## src/rtl/dbgm_pkg.sv

```systemverilog
package dbgm_pkg;
  localparam int CTL_W      = 32;
  localparam int FSR_W      = 10;
  localparam int B_EN       = 0;
  localparam int B_PRIV_EL1 = 1;
  localparam int B_PRIV_EL0 = 2;
  localparam int B_HIGH     = 13;
  localparam int B_SEC_LO   = 14;
  localparam int B_LNUM_LO  = 16;
  localparam int B_LINK     = 20;
  localparam int B_TYPE_LO  = 20;
  localparam logic [3:0] TYPE_CTX = 4'd3;
  localparam logic [FSR_W-1:0] FSR_LONG  = 10'h222;
  localparam logic [FSR_W-1:0] FSR_SHORT = 10'h002;

  function automatic logic level_sec_ok(input logic [CTL_W-1:0] ctl,
                                        input logic [1:0] el,
                                        input logic sec);
    logic [1:0] sc;
    logic s_ok;
    logic l_ok;
    sc = ctl[B_SEC_LO +: 2];
    case (sc)
      2'd0:    s_ok = 1'b1;
      2'd2:    s_ok = sec;
      default: s_ok = ~sec;
    endcase
    case (el)
      2'd0:    l_ok = ctl[B_PRIV_EL0];
      2'd1:    l_ok = ctl[B_PRIV_EL1];
      default: l_ok = ctl[B_HIGH];
    endcase
    return s_ok & l_ok;
  endfunction
endpackage

```

## src/rtl/dbgm_link.sv

```systemverilog
module dbgm_link
  import dbgm_pkg::*;
#(
  parameter int NBP  = 4,
  parameter int NCTX = 2,
  parameter int AW   = 32
) (
  input  logic [NBP-1:0][CTL_W-1:0] bp_ctl,
  input  logic [NBP-1:0][AW-1:0]    bp_val,
  input  logic [31:0]               ctxid,
  input  logic [1:0]                cur_el,
  output logic [NBP-1:0]            link_ok
);
  localparam int FIRST_CTX = NBP - NCTX;

  for (genvar j = 0; j < NBP; j++) begin : g_ent
    if (j >= FIRST_CTX) begin : g_ctx
      assign link_ok[j] = bp_ctl[j][B_EN]
                        & (bp_ctl[j][B_TYPE_LO +: 4] == TYPE_CTX)
                        & (cur_el <= 2'd1)
                        & (bp_val[j][31:0] == ctxid);
    end else begin : g_plain
      assign link_ok[j] = 1'b0;
    end
  end
endmodule

```

## src/rtl/dbgm_qual.sv

```systemverilog
module dbgm_qual
  import dbgm_pkg::*;
#(
  parameter int N   = 4,
  parameter int NBP = 4
) (
  input  logic [N-1:0][CTL_W-1:0] ctl,
  input  logic [N-1:0]            raw_hit,
  input  logic [1:0]              el,
  input  logic                    sec,
  input  logic [NBP-1:0]          link_ok,
  output logic [N-1:0]            qual
);
  for (genvar i = 0; i < N; i++) begin : g_ent
    logic lsel;
    always_comb begin
      lsel = 1'b0;
      for (int j = 0; j < NBP; j++) begin
        if (ctl[i][B_LNUM_LO +: 4] == 4'(j)) lsel = link_ok[j];
      end
    end
    assign qual[i] = raw_hit[i] & ctl[i][B_EN]
                   & level_sec_ok(ctl[i], el, sec)
                   & (~ctl[i][B_LINK] | lsel);
  end
endmodule

```

## src/rtl/dbgm_prio.sv

```systemverilog
module dbgm_prio #(
  parameter int N  = 4,
  parameter int IW = 2
) (
  input  logic [N-1:0]  req,
  output logic          any,
  output logic [IW-1:0] idx
);
  always_comb begin
    any = |req;
    idx = '0;
    for (int i = N - 1; i >= 0; i--) begin
      if (req[i]) idx = IW'(i);
    end
  end
endmodule

```

## src/rtl/dbgm_match.sv

```systemverilog
module dbgm_match
  import dbgm_pkg::*;
#(
  parameter int NBP  = 4,
  parameter int NWP  = 4,
  parameter int NCTX = 2,
  parameter int AW   = 32
) (
  input  logic                            clk,
  input  logic                            rst_n,
  input  logic                            cfg_we,
  input  logic [1:0]                      cfg_sel,
  input  logic [3:0]                      cfg_idx,
  input  logic [31:0]                     cfg_data,
  input  logic [AW-1:0]                   pc,
  input  logic [NWP-1:0]                  wp_hit,
  input  logic                            wp_write,
  input  logic                            wp_unpriv,
  input  logic [1:0]                      cur_el,
  input  logic                            secure,
  input  logic [31:0]                     ctxid,
  input  logic                            glob_en,
  input  logic                            dbg_ok,
  input  logic                            ext_addr,
  output logic                            bp_fire,
  output logic [((NBP>1)?$clog2(NBP):1)-1:0] bp_idx,
  output logic                            wp_fire,
  output logic [((NWP>1)?$clog2(NWP):1)-1:0] wp_idx,
  output logic                            wp_wnr,
  output logic [9:0]                      fault_status
);
  localparam int BIW = (NBP > 1) ? $clog2(NBP) : 1;
  localparam int WIW = (NWP > 1) ? $clog2(NWP) : 1;

  // reset: asserted asynchronously, released through two flops
  logic rst_s1, rst_q;
  always_ff @(posedge clk or negedge rst_n) begin
    if (!rst_n) begin
      rst_s1 <= 1'b0;
      rst_q  <= 1'b0;
    end else begin
      rst_s1 <= 1'b1;
      rst_q  <= rst_s1;
    end
  end

  // entry storage
  logic [NBP-1:0][CTL_W-1:0] bctl_q, bctl_d;
  logic [NBP-1:0][AW-1:0]    bval_q, bval_d;
  logic [NWP-1:0][CTL_W-1:0] wctl_q, wctl_d;
  logic                      cfg_en;

  assign cfg_en = cfg_we & (cfg_sel != 2'd3);

  always_comb begin
    bctl_d = bctl_q;
    bval_d = bval_q;
    wctl_d = wctl_q;
    for (int i = 0; i < NBP; i++) begin
      if (cfg_idx == 4'(i) && cfg_sel == 2'd0) bctl_d[i] = cfg_data;
      if (cfg_idx == 4'(i) && cfg_sel == 2'd1) bval_d[i] = AW'(cfg_data);
    end
    for (int i = 0; i < NWP; i++) begin
      if (cfg_idx == 4'(i) && cfg_sel == 2'd2) wctl_d[i] = cfg_data;
    end
  end

  always_ff @(posedge clk or negedge rst_q) begin
    if (!rst_q) begin
      bctl_q <= '0;
      bval_q <= '0;
      wctl_q <= '0;
    end else if (cfg_en) begin
      bctl_q <= bctl_d;
      bval_q <= bval_d;
      wctl_q <= wctl_d;
    end
  end

  // match and qualification
  logic [NBP-1:0] link_ok, b_raw, b_qual;
  logic [NWP-1:0] w_qual;
  logic [1:0]     w_el;

  for (genvar i = 0; i < NBP; i++) begin : g_bcmp
    assign b_raw[i] = (bval_q[i] == pc);
  end

  assign w_el = wp_unpriv ? 2'd0 : cur_el;

  dbgm_link #(.NBP(NBP), .NCTX(NCTX), .AW(AW)) link_i (
    .bp_ctl(bctl_q), .bp_val(bval_q), .ctxid(ctxid), .cur_el(cur_el),
    .link_ok(link_ok)
  );

  dbgm_qual #(.N(NBP), .NBP(NBP)) bq_i (
    .ctl(bctl_q), .raw_hit(b_raw), .el(cur_el), .sec(secure),
    .link_ok(link_ok), .qual(b_qual)
  );

  dbgm_qual #(.N(NWP), .NBP(NBP)) wq_i (
    .ctl(wctl_q), .raw_hit(wp_hit), .el(w_el), .sec(secure),
    .link_ok(link_ok), .qual(w_qual)
  );

  logic           b_any, w_any;
  logic [BIW-1:0] b_sel;
  logic [WIW-1:0] w_sel;

  dbgm_prio #(.N(NBP), .IW(BIW)) bp_i (.req(b_qual), .any(b_any), .idx(b_sel));
  dbgm_prio #(.N(NWP), .IW(WIW)) wp_i (.req(w_qual), .any(w_any), .idx(w_sel));

  // result next-state
  logic           gate;
  logic           bf_d, wf_d, wnr_d;
  logic [BIW-1:0] bi_d;
  logic [WIW-1:0] wi_d;
  logic [9:0]     fs_d;

  always_comb begin
    gate  = glob_en & dbg_ok;
    bf_d  = gate & b_any;
    wf_d  = gate & w_any;
    bi_d  = bf_d ? b_sel : '0;
    wi_d  = wf_d ? w_sel : '0;
    wnr_d = wf_d & wp_write;
    fs_d  = (bf_d | wf_d) ? (ext_addr ? FSR_LONG : FSR_SHORT) : '0;
  end

  always_ff @(posedge clk or negedge rst_q) begin
    if (!rst_q) begin
      bp_fire      <= 1'b0;
      bp_idx       <= '0;
      wp_fire      <= 1'b0;
      wp_idx       <= '0;
      wp_wnr       <= 1'b0;
      fault_status <= '0;
    end else begin
      bp_fire      <= bf_d;
      bp_idx       <= bi_d;
      wp_fire      <= wf_d;
      wp_idx       <= wi_d;
      wp_wnr       <= wnr_d;
      fault_status <= fs_d;
    end
  end
endmodule

```

## config.mk

```make
export PLATFORM = sky130hd
export DESIGN_NAME = dbgm_match
export DESIGN_NICKNAME = d
export VERILOG_FILES = /design/src/rtl/dbgm_pkg.sv /design/src/rtl/dbgm_link.sv /design/src/rtl/dbgm_qual.sv /design/src/rtl/dbgm_prio.sv /design/src/rtl/dbgm_match.sv
export SDC_FILE = /design/constraint.sdc
export NUM_CORES = 1
export LEC_CHECK = 0
export ABC_AREA = 0
export ABC_CLOCK_PERIOD_IN_PS = 7200
export BUFFER_PORTS_ARGS = -buffer_cell sky130_fd_sc_hd__buf_2
export CAP_MARGIN = 5
export CORE_MARGIN = 1
export CORE_UTILIZATION = 43
export DETAILED_ROUTE_END_ITERATION = 8
export PLACE_DENSITY = 0.6
export SYNTH_ARGS = -nofsm -noshare
export SYNTH_HDL_FRONTEND = slang
export SYNTH_SLANG_ARGS = --single-unit
```

## constraint.sdc

```tcl
create_clock -name clk -period 7.2 [get_ports clk]
set_input_delay 0.72 -clock clk [delete_from_list [all_inputs] [get_ports clk]]
set_output_delay 0.72 -clock clk [all_outputs]
set_load 0.01 [all_outputs]
```

==> impl_metrics.csv, run 1 <==
group,metric,value,unit
timing,relSlewSlack,36.8,%
clock_tree,cts.clk_slew.worst_paths,60,ps
worst_setup_path,arrival,3510,ps
die,core,26200,µm²
route,post_drt_wl_per_cell,24.1,µm
run_status,outcome,"finished with violations",
route,dr.first_iter.drc_count,597,
synthesis,synthFlopType,"dfrtp_1",
worst_setup_path,endpoint_kind,"register",
die,rows,59,
flow_run,max_cap_violations,0,
timing,fin_crit_sh,42.3,%
global_routing,grt_pass1_vias,7954,
cells_and_area,nets,1159,
placed_design,hpwl,24700,µm
synthesis,syn_area,11600,µm²
route,first_pass_iters,7,
worst_setup_path,r2r_setup_slack,4150,ps
clock_tree,worstSkewPairLatency,540,ps
worst_setup_path,critPathTopFamily,"simple AND/OR/NAND/NOR gates",
worst_setup_path,crit_top_cell,"nor4_1",
synthesis,yosys_warnings,0,
pwr,p_per_area,269,nW/µm²
route,routed-via-count,7833,
worst_setup_path,worst-setup-path-type,"reg2reg",
route,drc,18,
synthesis,synth_area_leaders,"dfrtp_1 (50%), mux2_2 (22%), xor2_1 (9.4%), xnor2_1 (4.3%), nor4_1 (2.5%)",
clock_tree,cts_made_buffers,26,
die,die_area,27600,µm²
global_routing,antenna_found_initial,1,
timing,worstMarginPinSlew,948,ps
route,drtAntennaViolNets,0,
worst_setup_path,start_kind,"register",
timing,slew_violations,0,
synthesis,yosysUniqueCellTypes,53,
worst_setup_path,crit_chain,"a221o_1 > or4_1 > nor4_1 > o211ai_1 > a2111oi_2 > nor4_1 > a21oi_1",
timing,final_hold_viol_count,0,
synthesis,synthArstFlopShare,100,%
timing,setup_viol,0,
synthesis,synth_common_cells,"dfrtp_1 (233), mux2_2 (222), xor2_1 (124), xnor2_1 (57), nor4_1 (46)",
worst_setup_path,crit_buf_inv,0,
synthesis,synth_seq_area_share,50.4,%
global_routing,grt_usage,24.8,%
die,die_x,166,µm
placed_design,routabilityCongestion,0.874,
die,die_y,166,µm
worst_setup_path,cp_max_fo,8,
worst_setup_path,rr_endpoint,"fault_status[5]",
timing,layout_min_cycle_time,3050,ps
global_routing,grt_pass1_wl,50900,µm
timing,rsz0062_at_grt,"false",
route,wl,33700,µm
synthesis,synth_edf_count,0,
placed_design,io_buffers,126,
pwr,leakage,0.00649,µW
pwr,peakVddDrop,0.163,mV
synthesis,synth_seq_cells,233,
synthesis,yosysMostFrequentCell,"dfrtp_1",
clock_tree,cts_tree,"built",
synthesis,synth_top_area_share,50.4,%
global_routing,grt.overflow.total,0,
worst_setup_path,worst_path_largest_cell_delay,760,ps
route,viasPerCell,5.60,
clock_tree,cts.path.max_buffers,3,
clock_tree,clock-sinks,233,
worst_setup_path,cp_slowest_cell,"or4_1",
run_status,violations,"design-rule violations",
timing,fmax,328,MHz
synthesis,syn_area_per_cell,12.6,µm²
worst_setup_path,r2r-start,"bval_q[77]",
worst_setup_path,rr_worst_depth,7,
clock_tree,clock-root-buffer,"clkbuf_16",
timing,fin_skew,11.6,ps
cells_and_area,layout-drive-gt1-share,38.3,%
cells_and_area,synthToLayoutAreaGrowth,16.3,%
clock_tree,h-tree-depth,1,
die,initial_utilization,44.1,%
synthesis,synthCells,920,
worst_setup_path,cp-startpoint,"bval_q[77]",
worst_setup_path,required,7660,ps
worst_setup_path,worstSetupEndpoint,"fault_status[5]",
timing,setup_tns,0,ps
worst_setup_path,path_depth,7,
clock_tree,post_cts_resized,0,
cells_and_area,final_core_util,51.3,%
min_path,hold_class,"reg2reg",
synthesis,synth.largest_area_cell,"dfrtp_1",
die,ios,134,
global_routing,grt_max_degree,75,
-- what timing repair did --
action                     4_1_cts  5_1_grt
hold buffers                     1        0
hold endpoints to repair         2        0
buffers inserted                 0        0
setup endpoints to repair        0        0
-- where the power goes --
group	internal [µW]	switching, µW
logic	265	282
clock network	904	543
registers	1480	140
total	2650	965
-- through the flow --
stage	std cells	hold WS [ps]	instance area (µm²)	total power (µW)	setup slack, ps
CTS	1397	349	13400	3630	4200
global placement	1348	339	12500	2170	3830
detailed placement	1348	335	12500	2180	3790
global route	1397	356	13400	3750	3950
floorplan	926	331	11600	1950	226
finish	1399	347	13500	3610	4150
-- per-layer routing --
metal | vias up | wire length [µm] | GRT usage, %
li1 | 3504 | - | -
met1 | 4041 | 15400 | 35.6
met2 | 241 | 15500 | 38.7
met3 | 47 | 2060 | 4.43
met4 | 0 | 739 | 6.46
met5 | - | 0 | 0
-- cells in the final DEF (no fill, tap or decap), types with 3 or more instances in the layout --
| master | count |
|---|---|
| o211ai_1 | 6 |
| conb_1 | 8 |
| mux2i_1 | 6 |
| nor3_1 | 3 |
| o21ai_0 | 3 |
| nand4_1 | 24 |
| mux2_2 | 222 |
| a21oi_1 | 16 |
| a221oi_1 | 3 |
| nand2_1 | 24 |
| xnor2_1 | 57 |
| nor4_1 | 46 |
| or4_1 | 3 |
| nor2_1 | 16 |
| clkbuf_16 | 27 |
| nor3b_1 | 7 |
| buf_2 | 126 |
| xor2_1 | 124 |
| bufinv_16 | 3 |
| nand2b_1 | 8 |
| inv_1 | 20 |
| clkbuf_8 | 11 |
| buf_4 | 7 |
| o22ai_1 | 5 |
| a2111oi_2 | 4 |
| dfrtp_1 | 232 |
| o2111ai_1 | 3 |
| clkbuf_1 | 6 |
| nand3_1 | 9 |
-- worst min path at each step --
stage / from / end / slack [ps] / depth (start not counted)
6_report: rst_s1 / rst_q / 350 / 0
5_1_grt: rst_s1 / rst_q / 360 / 0
4_1_cts: rst_s1 / rst_q / 350 / 0
3_5_place_dp: rst_s1 / rst_q / 330 / 0
3_3_place_gp: rst_s1 / rst_q / 340 / 0
2_1_floorplan: rst_s1 / rst_q / 330 / 0
-- cells by family (layout without fill, tap and decap cells) --
kind of cell,count (synthesis),count (layout),share of synthesized area (%)
muxes,228,228,22.1
AOI/OAI and AO/OA,56,56,3.67
other,2,10,0.0649
xor gates and xnor gates,181,181,13.7
and+or+nand+nor,153,153,7.57
buffers and inverters,67,203,2.44
DFF,233,233,50.4
-- state kept, by name (all words and copies together), names as in the netlist --
name / flops
bval_q: 128
bctl_q: 50
wctl_q: 44
bp_idx: 2
fault_status: 2
wp_idx: 2
bp_fire: 1
rst_q: 1
rst_s1: 1
wp_fire: 1
wp_wnr: 1
-- final cells by class --
type | instances | area (µm²)
Antenna cell | 2 | 5.00
Clock buffer | 44 | 850
Clock inverter | 4 | 95.1
Fill cell | 2322 | 12800
Inverter | 21 | 78.8
Multi-Input combinational cell | 626 | 5480
Sequential cell | 233 | 5830
Tap cell | 335 | 419
Timing Repair Buffer | 134 | 693
(Power assumes the default switching activity.)
==> run 2, diff against run 1 <==
--- a/config.mk
+++ b/config.mk
@@ -5,14 +5,14 @@
 export SDC_FILE = /design/constraint.sdc
 export NUM_CORES = 1
 export LEC_CHECK = 0
-export ABC_AREA = 0
-export ABC_CLOCK_PERIOD_IN_PS = 7200
+export ABC_AREA = 1
+export ABC_CLOCK_PERIOD_IN_PS = 3000
 export BUFFER_PORTS_ARGS = -buffer_cell sky130_fd_sc_hd__buf_2
 export CAP_MARGIN = 5
 export CORE_MARGIN = 1
 export CORE_UTILIZATION = 43
 export DETAILED_ROUTE_END_ITERATION = 8
-export PLACE_DENSITY = 0.6
+export PLACE_DENSITY = 0.58
 export SYNTH_ARGS = -nofsm -noshare
 export SYNTH_HDL_FRONTEND = slang
 export SYNTH_SLANG_ARGS = --single-unit
==> constraint.sdc (replaced) <==
create_clock -name clk -period 3 [get_ports clk]
set_input_delay 0.3 -clock clk [delete_from_list [all_inputs] [get_ports clk]]
set_output_delay 0.3 -clock clk [all_outputs]
set_load 0.01 [all_outputs]
==> run 2 against run 1 <==
Compared with the run above: the run now ends clean; maximum frequency up 31%; register-to-register slack worse by 3500 ps; highest routed layer unchanged; synthesized area up 2.6%.
==> impl_metrics.csv, run 2 <==
group,metric,value,unit
run_status,outcome,"complete, no violations",
cells_and_area,nFillCells,2708,
synthesis,yosys_warnings,0,
cells_and_area,largest_reg_flops,128,
synthesis,synth_seq_area_share,49.1,%
synthesis,syn_area_per_cell,7.52,µm²
die,core,27000,µm²
pwr,cell_internal_pwr,6450,µW
clock_tree,worstSkewPairLatency,550,ps
timing,rsz0062_at_grt,"false",
placed_design,dp.cells,2000,
placed_design,io_buffers,126,
cells_and_area,nets,1816,
route,first_pass_iters,5,
pwr,p_per_area,654,nW/µm²
clock_tree,h-tree-depth,1,
worst_setup_path,endpoint_kind,"register",
timing,fin_crit_sh,77.6,%
synthesis,synthCells,1578,
global_routing,grt_max_degree,65,
global_routing,grt_pass1_wl,61700,µm
global_routing,antenna_found_initial,0,
cells_and_area,top_regs,"bval_q x128, bctl_q x50, wctl_q x44",
synthesis,synthArstFlopShare,100,%
synthesis,synth_top_area_share,49.1,%
timing,layout_min_cycle_time,2330,ps
synthesis,yosysUniqueCellTypes,31,
clock_tree,cts.clk_slew.worst_paths,70,ps
die,rows,60,
placed_design,routabilityCongestion,0.976,
cells_and_area,diodes,0,
cells_and_area,fin_area,13900,µm²
cells_and_area,final_cell_mix,"nand2_1 (491), dfrtp_1 (232), o21ai_0 (216)",
pwr,comb_power_share,15.6,%
worst_setup_path,crit_chain,"inv_1 > nand2_1 > nand2_1 > nor2_1 > nand2_1 > nor2_1 > nand2_1 > nor2_4 > nand3_1 > nand3_1 > nand2_1 > nand2_1 > nand2_1 > nand2_2 > inv_2 > nor2_1",
cells_and_area,layout-drive-gt1-share,12.2,%
die,ios,134,
worst_setup_path,start_kind,"register",
route,drtAntennaViolNets,0,
die,die_y,168,µm
timing,worstMarginPinSlew,798,ps
placed_design,placed_area,12800,µm²
cells_and_area,finalNonFillerCells,2058,
synthesis,synth_seq_cells,233,
worst_setup_path,required,3470,ps
worst_setup_path,crit_top_cell,"nand2_1",
route,post_drt_wl_per_cell,19.8,µm
clock_tree,cts.path.max_buffers,3,
die,die_x,168,µm
worst_setup_path,critPathTopFamily,"simple AND/OR/NAND/NOR gates",
pwr,switching_share,29.3,%
worst_setup_path,crit_buf_inv,2,
die,die_area,28300,µm²
worst_setup_path,arrival,2800,ps
global_routing,grt_usage,29.4,%
synthesis,synthFlopType,"dfrtp_1",
worst_setup_path,worst-setup-path-type,"reg2reg",
synthesis,synth_area_leaders,"dfrtp_1 (49%), nand2_1 (16%), o21ai_0 (9.1%), inv_1 (5.3%), nor2_1 (4.5%)",
clock_tree,post_cts.repair.setup_buffers,0,
clock_tree,clock-sinks,233,
synthesis,synth_edf_count,0,
clock_tree,hold_buffers,11,
pwr,power_frac_clock,40.5,%
pwr,p_seq_share,43.9,%
synthesis,yosysMostFrequentCell,"nand2_1",
worst_setup_path,cp_max_fo,8,
clock_tree,post_cts_resized,0,
route,dr.first_iter.drc_count,1220,
global_routing,grt_pass1_vias,10100,
timing,fmax,430,MHz
pwr,peakVddDrop,0.344,mV
worst_setup_path,worst_path_largest_cell_delay,420,ps
flow_run,max_cap_violations,0,
placed_design,hpwl,30400,µm
min_path,hold_class,"in2reg",
cells_and_area,final_common_cell,"nand2_1",
global_routing,grt.overflow.total,0,
route,wl,40800,µm
cells_and_area,multi_input_area,5100,µm²
synthesis,synth_common_cells,"nand2_1 (494), dfrtp_1 (233), o21ai_0 (216), inv_1 (169), nor2_1 (142)",
pwr,switchingPower,2670,µW
timing,setup_viol,0,
timing,relSlewSlack,46.7,%
timing,fin_skew,13.1,ps
route,viasPerCell,5.33,
synthesis,syn_area,11900,µm²
synthesis,synth.largest_area_cell,"dfrtp_1",
timing,final_hold_viol_count,0,
cells_and_area,synthToLayoutAreaGrowth,17.4,%
pwr,leakage,0.00696,µW
cells_and_area,seq_area,5830,µm²
timing,setup_tns,0,ps
clock_tree,cts_made_buffers,27,
clock_tree,cts_tree,"built",
die,initial_utilization,43.9,%
timing,slew_violations,0,
cells_and_area,regMostFlops,"bval_q",
route,routed-via-count,11000,
route,drc,0,
clock_tree,clock-root-buffer,"clkbuf_16",
cells_and_area,final_core_util,51.6,%
worst_setup_path,cp_slowest_cell,"dfrtp_1",
[run 2: logic make-up after synthesis]
kind of cell           count (synthesis)  synth area share, %
AND/OR/NAND/NOR                      727                 24.5
AO/OA/AOI/OAI                        312                 14.2
buffers and inverters                250                 8.19
flip-flops                           233                 49.1
XOR/XNOR                              54                 3.99
other                                  2               0.0633
[run 2: through the flow]
stage,hold slack [ps],setup slack (ps),total power (µW)
3_5_place_dp,86.4,708,5430
6_report,12.4,672,9120
5_1_grt,17.9,464,9510
3_3_place_gp,87.2,786,5410
4_1_cts,3.66,674,9140
2_1_floorplan,4.41,647,4810
[run 2: layer usage]
metal,track usage (%),routed length (µm),share of wire (%)
met1,44.2,19300,47
met3,5.12,3360,8.2
met4,7.75,931,2.3
met5,0,0,0
met2,43.5,17200,42
[run 2: power groups by stage]
stage | clock network, µW | logic, µW | registers [µW]
after detailed placement | 0 | 1390 | 4040
after global placement | 0 | 1380 | 4030
final | 3700 | 1420 | 4000
after global routing | 3850 | 1610 | 4050
after floorplan | 0 | 887 | 3930
after CTS | 3740 | 1410 | 3990
[run 2: area by class of cell]
type | count | share of cell area [%]
inverter | 189 | 5.09
multi-input combinational | 1101 | 36.6
clock inverter | 11 | 1.78
clock buffer | 36 | 5.31
timing repair buffer | 147 | 6.30
tap | 341 | 3.06
sequential | 233 | 41.9
[run 2: worst paths after layout]
| path | start | endpoint | slack, ps | depth (start not counted) |
|---|---|---|---|---|
| max | bval_q[76] | wp_idx[0] | 670 | 16 |
| min | cfg_data[22] | bval_q[22] | 10 | 3 |
| max reg2reg | bval_q[76] | wp_idx[0] | 670 | 16 |
| min reg2reg | rst_s1 | rst_q | 350 | 0 |
| max in group asynchronous | rst_q | bval_q[109] | 1810 | 1 |
| min in group asynchronous | rst_n | rst_q | 50 | 2 |
[run 2: worst reg2reg max path: cells and delay by family (launching register included)]
kind                   cells  cell delay (ps)
buffers and inverters      2              170
and+or+nand+nor           14             1660
DFF                        1              420
